$ cat config.mk
export PLATFORM = sky130hd
export DESIGN_NAME = peak_window_smoother
export DESIGN_NICKNAME = d
export VERILOG_FILES = /design/src/rtl/pws_pkg.sv /design/src/rtl/pws_coef_bank.sv /design/src/rtl/pws_dot.sv /design/src/rtl/pws_history.sv /design/src/rtl/peak_window_smoother.sv
export SDC_FILE = /design/constraint.sdc
export NUM_CORES = 2
export LEC_CHECK = 0
export ABC_AREA = 1
export BUFFER_PORTS_ARGS = -buffer_cell sky130_fd_sc_hd__buf_2
export CAP_MARGIN = 20
export CORE_ASPECT_RATIO = 1.4
export CORE_MARGIN = 1.5
export CORE_UTILIZATION = 67
export CTS_CLUSTER_SIZE = 14
export DETAILED_ROUTE_END_ITERATION = 6
export GPL_TIMING_DRIVEN = 0
export PLACE_DENSITY = 0.81
export RECOVER_POWER = 25
export SYNTH_ARGS = -nofsm -noshare
export SYNTH_HDL_FRONTEND = slang
export SYNTH_SLANG_ARGS = --single-unit
$ cat constraint.sdc
create_clock -name clk -period 21.8 [get_ports clk]
set_input_delay 2.18 -clock clk [delete_from_list [all_inputs] [get_ports clk]]
set_output_delay 2.18 -clock clk [all_outputs]
set_load 0.1 [all_outputs]
$ cat src/rtl/pws_pkg.sv
package pws_pkg;

  // Tap value of an n-tap window; rounded selects the parabolic shape.
  function automatic int win_coef(input bit rounded, input int k, input int n, input int one);
    int h;
    int m;
    h = n / 2;
    m = (k + 1 < n - k) ? (k + 1) : (n - k);
    if (!rounded) return (one * m) / h;
    return (one * (2 * m * h - m * m)) / (h * h);
  endfunction

endpackage

$ cat src/rtl/pws_coef_bank.sv
module pws_coef_bank #(
  parameter int N  = 16,
  parameter int CW = 12
) (
  input  logic            sel,
  output logic [N*CW-1:0] coef
);
  import pws_pkg::*;
  localparam int ONE = 1 << (CW - 1);

  for (genvar k = 0; k < N; k++) begin : g_tap
    localparam logic [CW-1:0] TRI = CW'(win_coef(1'b0, k, N, ONE));
    localparam logic [CW-1:0] RND = CW'(win_coef(1'b1, k, N, ONE));
    assign coef[k*CW +: CW] = sel ? RND : TRI;
  end
endmodule

$ cat src/rtl/pws_dot.sv
module pws_dot #(
  parameter int N  = 16,
  parameter int XW = 15,
  parameter int CW = 12,
  parameter int AW = XW + CW + $clog2(N)
) (
  input  logic [N*XW-1:0] xv,
  input  logic [N*CW-1:0] cv,
  output logic [AW-1:0]   acc
);
  always_comb begin
    acc = '0;
    for (int k = 0; k < N; k++) begin
      acc = acc + AW'(xv[k*XW +: XW]) * AW'(cv[k*CW +: CW]);
    end
  end
endmodule

$ cat src/rtl/pws_history.sv
module pws_history #(
  parameter int DEPTH = 15,
  parameter int W     = 15
) (
  input  logic               clk,
  input  logic               rst_n,
  input  logic               clr,
  input  logic               en,
  input  logic [W-1:0]       din,
  output logic [DEPTH*W-1:0] taps
);
  logic [DEPTH*W-1:0] q, d;

  always_comb begin
    d = q;
    if (clr)     d = '0;
    else if (en) d = {q[(DEPTH-1)*W-1:0], din};
  end

  always_ff @(posedge clk or negedge rst_n) begin
    if (!rst_n) q <= '0;
    else        q <= d;
  end

  assign taps = q;
endmodule

$ cat src/rtl/peak_window_smoother.sv
module peak_window_smoother #(
  parameter int DW      = 16,
  parameter int CW      = 12,
  parameter int WIN_LEN = 16,
  parameter int SCALE   = 2048
) (
  input  logic          clk,
  input  logic          rst_n,
  input  logic          sclr,
  input  logic          in_valid,
  input  logic [DW-1:0] raw_clip,
  input  logic          win_sel,
  output logic          out_valid,
  output logic [DW-1:0] smooth_clip,
  output logic [DW:0]   dbg_pre_clamp,
  output logic [DW-1:0] dbg_ff_in,
  output logic [DW-1:0] dbg_fb_out
);
  localparam int XW     = DW - 1;
  localparam int FB_LEN = WIN_LEN / 2;
  localparam int HIST   = WIN_LEN - 1;
  localparam int SH     = CW - 1;
  localparam int AFF    = XW + CW + $clog2(WIN_LEN);
  localparam int AFB    = XW + CW + $clog2(FB_LEN);
  localparam int ASC    = AFF + CW;
  localparam logic [XW-1:0]  XMAX   = {XW{1'b1}};
  localparam logic [AFB-1:0] XMAX_B = AFB'(XMAX);
  localparam logic [ASC-1:0] XMAX_S = ASC'(XMAX);

  logic [HIST*XW-1:0]    hist_taps;
  logic [WIN_LEN*CW-1:0] cff;
  logic [FB_LEN*CW-1:0]  cfb;
  logic [AFB-1:0]        fb_acc, fb_shift;
  logic [AFF-1:0]        ff_acc;
  logic [ASC-1:0]        scaled, sm_shift;
  logic [XW-1:0]         fb_val, x_new, sm_val;
  logic [DW:0]           pre;

  pws_coef_bank #(.N(WIN_LEN), .CW(CW)) u_cff (.sel(win_sel), .coef(cff));
  pws_coef_bank #(.N(FB_LEN),  .CW(CW)) u_cfb (.sel(win_sel), .coef(cfb));

  // Feedback sees only already-accepted samples (history taps 0..FB_LEN-1).
  pws_dot #(.N(FB_LEN), .XW(XW), .CW(CW), .AW(AFB)) u_fb (
    .xv (hist_taps[FB_LEN*XW-1:0]),
    .cv (cfb),
    .acc(fb_acc)
  );

  always_comb begin
    fb_shift = fb_acc >> SH;
    fb_val   = (fb_shift > XMAX_B) ? XMAX : fb_shift[XW-1:0];
    pre      = {raw_clip[DW-1], raw_clip} - {2'b00, fb_val};
    x_new    = pre[DW] ? '0 : pre[XW-1:0];
  end

  pws_dot #(.N(WIN_LEN), .XW(XW), .CW(CW), .AW(AFF)) u_ff (
    .xv ({hist_taps, x_new}),
    .cv (cff),
    .acc(ff_acc)
  );

  always_comb begin
    scaled   = ASC'(ff_acc) * ASC'(SCALE);
    sm_shift = scaled >> (2 * SH);
    sm_val   = (sm_shift > XMAX_S) ? XMAX : sm_shift[XW-1:0];
  end

  pws_history #(.DEPTH(HIST), .W(XW)) u_hist (
    .clk  (clk),
    .rst_n(rst_n),
    .clr  (sclr),
    .en   (in_valid),
    .din  (x_new),
    .taps (hist_taps)
  );

  logic          vld_d;
  logic [DW-1:0] sm_d, ffin_d, fb_d;
  logic [DW:0]   pre_d;

  always_comb begin
    vld_d  = 1'b0;
    sm_d   = smooth_clip;
    pre_d  = dbg_pre_clamp;
    ffin_d = dbg_ff_in;
    fb_d   = dbg_fb_out;
    if (sclr) begin
      sm_d   = '0;
      pre_d  = '0;
      ffin_d = '0;
      fb_d   = '0;
    end else if (in_valid) begin
      vld_d  = 1'b1;
      sm_d   = {1'b0, sm_val};
      pre_d  = pre;
      ffin_d = {1'b0, x_new};
      fb_d   = {1'b0, fb_val};
    end
  end

  always_ff @(posedge clk or negedge rst_n) begin
    if (!rst_n) begin
      out_valid     <= 1'b0;
      smooth_clip   <= '0;
      dbg_pre_clamp <= '0;
      dbg_ff_in     <= '0;
      dbg_fb_out    <= '0;
    end else begin
      out_valid     <= vld_d;
      smooth_clip   <= sm_d;
      dbg_pre_clamp <= pre_d;
      dbg_ff_in     <= ffin_d;
      dbg_fb_out    <= fb_d;
    end
  end

  AST_CLEAR_ZERO: assert property (@(posedge clk) disable iff (!rst_n)
    sclr |=> (!out_valid && smooth_clip == '0 && dbg_ff_in == '0 && dbg_fb_out == '0));
  AST_ONE_CYCLE_LAT: assert property (@(posedge clk) disable iff (!rst_n)
    (in_valid && !sclr) |=> out_valid);
  AST_PRE_DIFF: assert property (@(posedge clk) disable iff (!rst_n)
    out_valid |-> ($signed(dbg_pre_clamp) ==
      $signed({$past(raw_clip[DW-1]), $past(raw_clip)}) - $signed({1'b0, dbg_fb_out})));
  AST_CLAMP_FLOOR: assert property (@(posedge clk) disable iff (!rst_n)
    out_valid |-> (dbg_pre_clamp[DW] ? (dbg_ff_in == '0)
                                     : (dbg_ff_in == dbg_pre_clamp[DW-1:0])));
  AST_NO_OVERFLOW: assert property (@(posedge clk) disable iff (!rst_n)
    out_valid |-> (!smooth_clip[DW-1] && !dbg_fb_out[DW-1]));
  AST_IDLE_HOLD: assert property (@(posedge clk) disable iff (!rst_n)
    (!in_valid && !sclr) |=> (!out_valid && $stable(smooth_clip) && $stable(dbg_fb_out)));
endmodule

; After elaboration in Yosys (flattened, before gate mapping)
; Index checks and enable logic that the tools add are counted.
[op_classes]
add_sub_neg = 23
mul = 20
order_cmp = 2
mux = 22
n_reduce_logical = 1
[op_table]
columns = cell, n
row1 = two-way mux 225 bit, 2
row2 = adder 31 x 27 -> 31 bit, 12
row3 = multiplier 15 x 11 -> 26 bit, 14
row4 = adder 30 x 27 -> 30 bit, 4
row5 = multiplier 15 x 10 -> 25 bit, 4
row6 = two-way mux 16 bit, 6
row7 = adder 31 x 26 -> 31 bit, 2
row8 = adder 30 x 26 -> 30 bit, 2
row9 = adder 27 x 27 -> 28 bit, 2
row10 = multiplier 15 x 9 -> 24 bit, 2
row11 = two-way mux 15 bit, 3
row12 = two-way mux 17 bit, 2
row13 = greater-than comparator 20 x 15 -> 1 bit (second input constant), 1
row14 = two-way mux 10 bit, 2
row15 = greater-than comparator 19 x 15 -> 1 bit (second input constant), 1
row16 = two-way mux 9 bit, 2
row17 = subtractor 16 x 16 -> 17 bit, 1
row18 = two-way mux 8 bit, 2
row19 = two-way mux 11 bit, 1
row20 = two-way mux 1 bit, 2
row21 = nonzero test 2 bit, 1
[totals]
ff_bits = 291
inputBits = 21
elab_cells = 74

; Longest topological paths before layout
[logic_depth]
ltp_word = 33
depth_mapped = 117
mapped_depth_nobuf = 112

; Modules after synthesis
; Synthesis repeated with hierarchy kept, for this count alone.
[hier_totals]
cells_unflattened = 19647
area_unflattened_um2 = 161615.0
[modules_own_cells]
columns = module, instances, cells_each, area_per_inst_um2
row1 = pws_dot at u_ff, 1, 11876, 97843.8
row2 = pws_dot at u_fb, 1, 6003, 49008.3
row3 = pws_history, 1, 975, 8861.0
row4 = peak_window_smoother, 1, 501, 3728.6
row5 = pws_coef_bank at u_cff, 1, 194, 1445.1
row6 = pws_coef_bank at u_cfb, 1, 98, 728.2

; Least setup slack after synthesis
; OpenSTA, ideal clock, no wires.
[synth_timing]
path_kind = in2reg
start = input port win_sel
end = register smooth_clip[4]
setup_time_ns = 0.120
arrival_ns = 20.430
setup_slack_ns = 1.250
cell_stages = 107
n_path_buf = 5
cell_sequence = buf_2 > clkbuf_1 > clkbuf_1 > nand2_1 > inv_1 > ha_1 > inv_1 > o21bai_1 > inv_1 > xor2_1 > inv_1 > ha_1 > ha_1 > ha_1 > ha_1 > fa_1 > nand3_1 > nand2_1 > [71 not listed] > inv_1 > fa_1 > fa_1 > fa_1 > inv_1 > ha_1 > nand2_1 > nor2_1 > and2_1 > nand2_1 > a21oi_1 > nor2_1 > nand3_2 > nor2_4 > buf_6 > nand3_2 > nand2_1 > nand2_1
[synth_via]
elab_chain_len = 33
word_cells_on_any_way = 57
[synth_rtl]
columns = element, line
row1 = start: declaration, peak_window_smoother.sv:12  ; input logic win_sel,
row2 = two-way mux 9 bit or two-way mux 10 bit (tied branches), pws_coef_bank.sv:14  ; assign coef[k*CW +: CW] = sel ? RND : TRI;
row3 = multiplier 15 x 10 -> 25 bit or multiplier 15 x 11 -> 26 bit (tied branches), pws_dot.sv:14  ; acc = acc + AW'(xv[k*XW +: XW]) * AW'(cv[k*CW +: CW]);
row4 = adder 27 x 27 -> 28 bit, pws_dot.sv:14
row5 = adder 30 x 27 -> 30 bit, pws_dot.sv:14
row6 = adder 30 x 26 -> 30 bit (2 in series), pws_dot.sv:14
row7 = adder 30 x 27 -> 30 bit (3 in series), pws_dot.sv:14
row8 = greater-than comparator 19 x 15 -> 1 bit, peak_window_smoother.sv:51  ; fb_val = (fb_shift > XMAX_B) ? XMAX : fb_shift[XW-1:0];
row9 = two-way mux 15 bit, peak_window_smoother.sv:51
row10 = [4 not listed], -
row11 = adder 31 x 27 -> 31 bit (5 in series), pws_dot.sv:14
row12 = adder 31 x 26 -> 31 bit (2 in series), pws_dot.sv:14
row13 = adder 31 x 27 -> 31 bit (6 in series), pws_dot.sv:14
row14 = adder 31 x 27 -> 31 bit *, pws_dot.sv:14
row15 = greater-than comparator 20 x 15 -> 1 bit, peak_window_smoother.sv:65  ; sm_val = (sm_shift > XMAX_S) ? XMAX : sm_shift[XW-1:0];
row16 = two-way mux 15 bit *, peak_window_smoother.sv:65
row17 = two-way mux 16 bit *, peak_window_smoother.sv:92  ; end else if (in_valid) begin
row18 = two-way mux 16 bit *, peak_window_smoother.sv:87  ; if (sclr) begin
row19 = end signal: assignment, peak_window_smoother.sv:110  ; smooth_clip <= sm_d;
row20 = end: declaration, peak_window_smoother.sv:14  ; output logic [DW-1:0] smooth_clip,
; Mark *: on every way between the ends. The rest lies on a longest branch, timed or not. The select of a mux whose other input is x is not followed.
; A chain may end at the register's enable or synchronous reset.

; Worst setup path after layout
; Ends and elaborated chain as after synthesis.

==> flow_summary.yaml <==
die:
  dieArea_mm2: 0.0908
  ios: 87
  die_x_um: 255
  core_region_area_mm2: 0.0883
  num_rows: 129
  dieHeight_um: 356
  start_util: 0.675
flow_run:
  maxCapViolations: 3
clock_network:
  cts_buffer_depth: 3
  insertion_delay_ns: 0.59
  cts_tree: "done"
  cts_hold_buffers: 0
  cts_inserted_buffers: 35
  htree_levels: 2
  clock_sinks: 273
  cts_root_buf: "clkbuf_16"
  cts.clk_slew.worst_paths_ns: 0.07
finish:
  drive_above_1_share: 0.0784
  num_antenna_cells: 0
  final_cells: 7994
  layout_common_cells: "inv_1 (1415), ha_1 (1290), nand2_1 (907)"
  final-seq-area_mm2: 0.00683
  final_util: 0.736
  syn2layout_area_growth_pct: 9.03
  multiInputGateArea_mm2: 0.0482
  n_fill_cell: 6579
  nNetsFinal: 8978
  mostFrequentLayoutCell: "inv_1"
synth:
  synth_top_area_share: 0.283
  synth_top_area_cell: "ha_1"
  synth-seq-cells: 273
  ys_async_sr_fraction: 1.00
  synthDistinctLibCells: 54
  synth_ff_type: "dfrtp_1"
  synth_cells: 6605
  synth_area_leaders: "ha_1 (28%), fa_1 (27%), dfrtp_1 (11%), inv_1 (9.1%), nand2_1 (5.9%)"
  ys_seq_area_frac: 0.115
  synth-edff-count: 0
  syn_area_mm2: 0.0596
  yosysWarnings: 0
  avgSynthCellArea_um2: 9.02
timing:
  min_period_ns: 21.37
  tns_ns: 0
  skew_ns: 0.0241
  worst_pin_slew_ns: 6.34
  max_slew_margin: -3.22
  fin_crit_sh: 0.980
  holdWs_ns: 0.475
  max_freq_mhz: 46.8
  hold_violations: 0
  setup_violations: 0
  report.final.slew_viol_count: 278
global_routing:
  grt_util_all_layers: 0.404
  grt_overflow: 0
  antenna_found_initial: 1
  grt_first_pass_wirelength_mm: 271
  grt_max_degree: 120
  grt_pass1_vias: 49400
worst_setup_path:
  critical_path_class: "input port to flip-flop"
  cp_max_fo: 10
  rr_startpoint: "u_hist.taps[3]$_DFFE_PN0P_"
  cp-startpoint: "win_sel"
  start_kind: "input port"
  critical_path.most_common_cell: "inv_1"
  max_stage_delay_ns: 0.59
  r2r_slack_ns: 1.82
  r2r_end: "smooth_clip[4]$_DFFE_PN0P_"
  end_kind: "flip-flop"
  worstPathRequired_ns: 22.27
  critPathSlowestCell: "fa_1"
  rr_worst_depth: 101
  crit_path_end: "smooth_clip[4]$_DFFE_PN0P_"
  arrival_ns: 21.85
min_path:
  hp-start: "smooth_clip[14]$_DFFE_PN0P_"
  hold_class: "flip-flop to flip-flop"
placed_design:
  port_buffers: 83
  dp.cells: 7881
  dpl.hpwl_mm: 154
  place.gp.congestion: 1.04
routing:
  drt_iter0_markers: 3179
  drt_pass1_iterations: 6
  wl_mm: 179
  wl_per_cell_um: 22.4
  routed_via_density: 5.83
  drcViolationCount: 0
  postRouteAntennaNets: 0
  num_vias: 46600
outcome:
  failed_checks: "max-capacitance violations, max-slew violations"
  status: "finished, violations left"
power_and_ir_drop:
  peakVddDrop_mv: 0.223
  leakagePower_nw: 40.1
  powerDensity_mw_per_mm2: 110
## worst max-delay path: cells and delay by family
family	cells	cell delay, ns
AO/OA/AOI/OAI	11	1.92
XOR/XNOR	4	0.85
adder cells (fa/ha/maj)	26	10.52
buffers and inverters	25	2.73
AND/OR/NAND/NOR	34	3.57
## synthesized netlist by cell type (21+ instances only)
master    number
clkbuf_1     108
nor3_1        47
a21o_1        26
xor2_1       219
nand4_1       25
nand3_1      123
inv_1       1444
ha_1        1350
fa_1         816
a21oi_1      316
nor2_1       228
a31oi_1       21
xnor2_1      118
nand2_1      936
o21ai_0      162
dfrtp_1      273
o22ai_1      204
## state kept, by name (all words and copies together) (netlist names)
signal	count
dbg_fb_out	15
out_valid	1
u_hist.taps	225
dbg_pre_clamp	17
smooth_clip	15
## worst min path at each step
stage | to | depth (start not counted)
after floorplan | u_hist.taps[223]$_DFFE_PN0P_ | 2
after global placement | dbg_pre_clamp[13]$_DFFE_PN0P_ | 2
after detailed placement | smooth_clip[14]$_DFFE_PN0P_ | 2
after CTS | smooth_clip[4]$_DFFE_PN0P_ | 2
after global routing | dbg_pre_clamp[13]$_DFFE_PN0P_ | 2
final | smooth_clip[14]$_DFFE_PN0P_ | 2
## cell type report
class | instances | share of cell area
Clock buffer | 43 | 0.0150
Tap cell | 1179 | 0.0227
Inverter | 1447 | 0.0837
Buffer | 143 | 0.0128
Sequential cell | 273 | 0.105
Timing Repair Buffer | 145 | 0.0159
Multi-Input combinational cell | 4746 | 0.741
Clock inverter | 18 | 0.00356
## power breakdown
part / internal (mW) / switching [mW] / total, mW
logic: 2.13 / 3.82 / 5.95
registers: 0.546 / 0.0295 / 0.576
clock network: 0.369 / 0.265 / 0.634
## layer usage
layer  track usage  up-vias  wire, µm
met5             0        -        11
li1              -    21500         -
met1         0.422    22800     59600
met4         0.381        2     21000
met3        0.0573      664     10600
met2         0.692     1672     87400
## stage by stage
| step | instance area (µm²) | power, mW | setup WS, ns |
|---|---|---|---|
| after global routing | 65000 | 7.75 | -0.263 |
| after detailed placement | 61700 | 5.98 | -3.97 |
| final | 65000 | 7.16 | 0.426 |
| after global placement | 61500 | 5.92 | -4.37 |
| after CTS | 63600 | 6.75 | 0.00176 |
| after floorplan | 59600 | 4.39 | 1.25 |
## kinds of logic (layout without fill, tap and decap cells)
kind of cell             Yosys count  count (layout)  synth area share
XOR/XNOR                         337             337            0.0495
flip-flops                       273             273             0.115
AO/OA/AOI/OAI                    823             823            0.0792
adder cells (fa/ha/maj)         2166            2166             0.557
other                              2               6          0.000126
buffers and inverters           1590            1796             0.102
AND/OR/NAND/NOR                 1414            1414            0.0973
## repair_timing
item	4_1_cts	5_1_grt
endpoints found under the setup margin	15	15
gates resized for setup	155	247
gates cloned	0	1
pin swaps	23	101
buffers inserted	8	42
No activity file was read; power rests on OpenSTA's default activity.
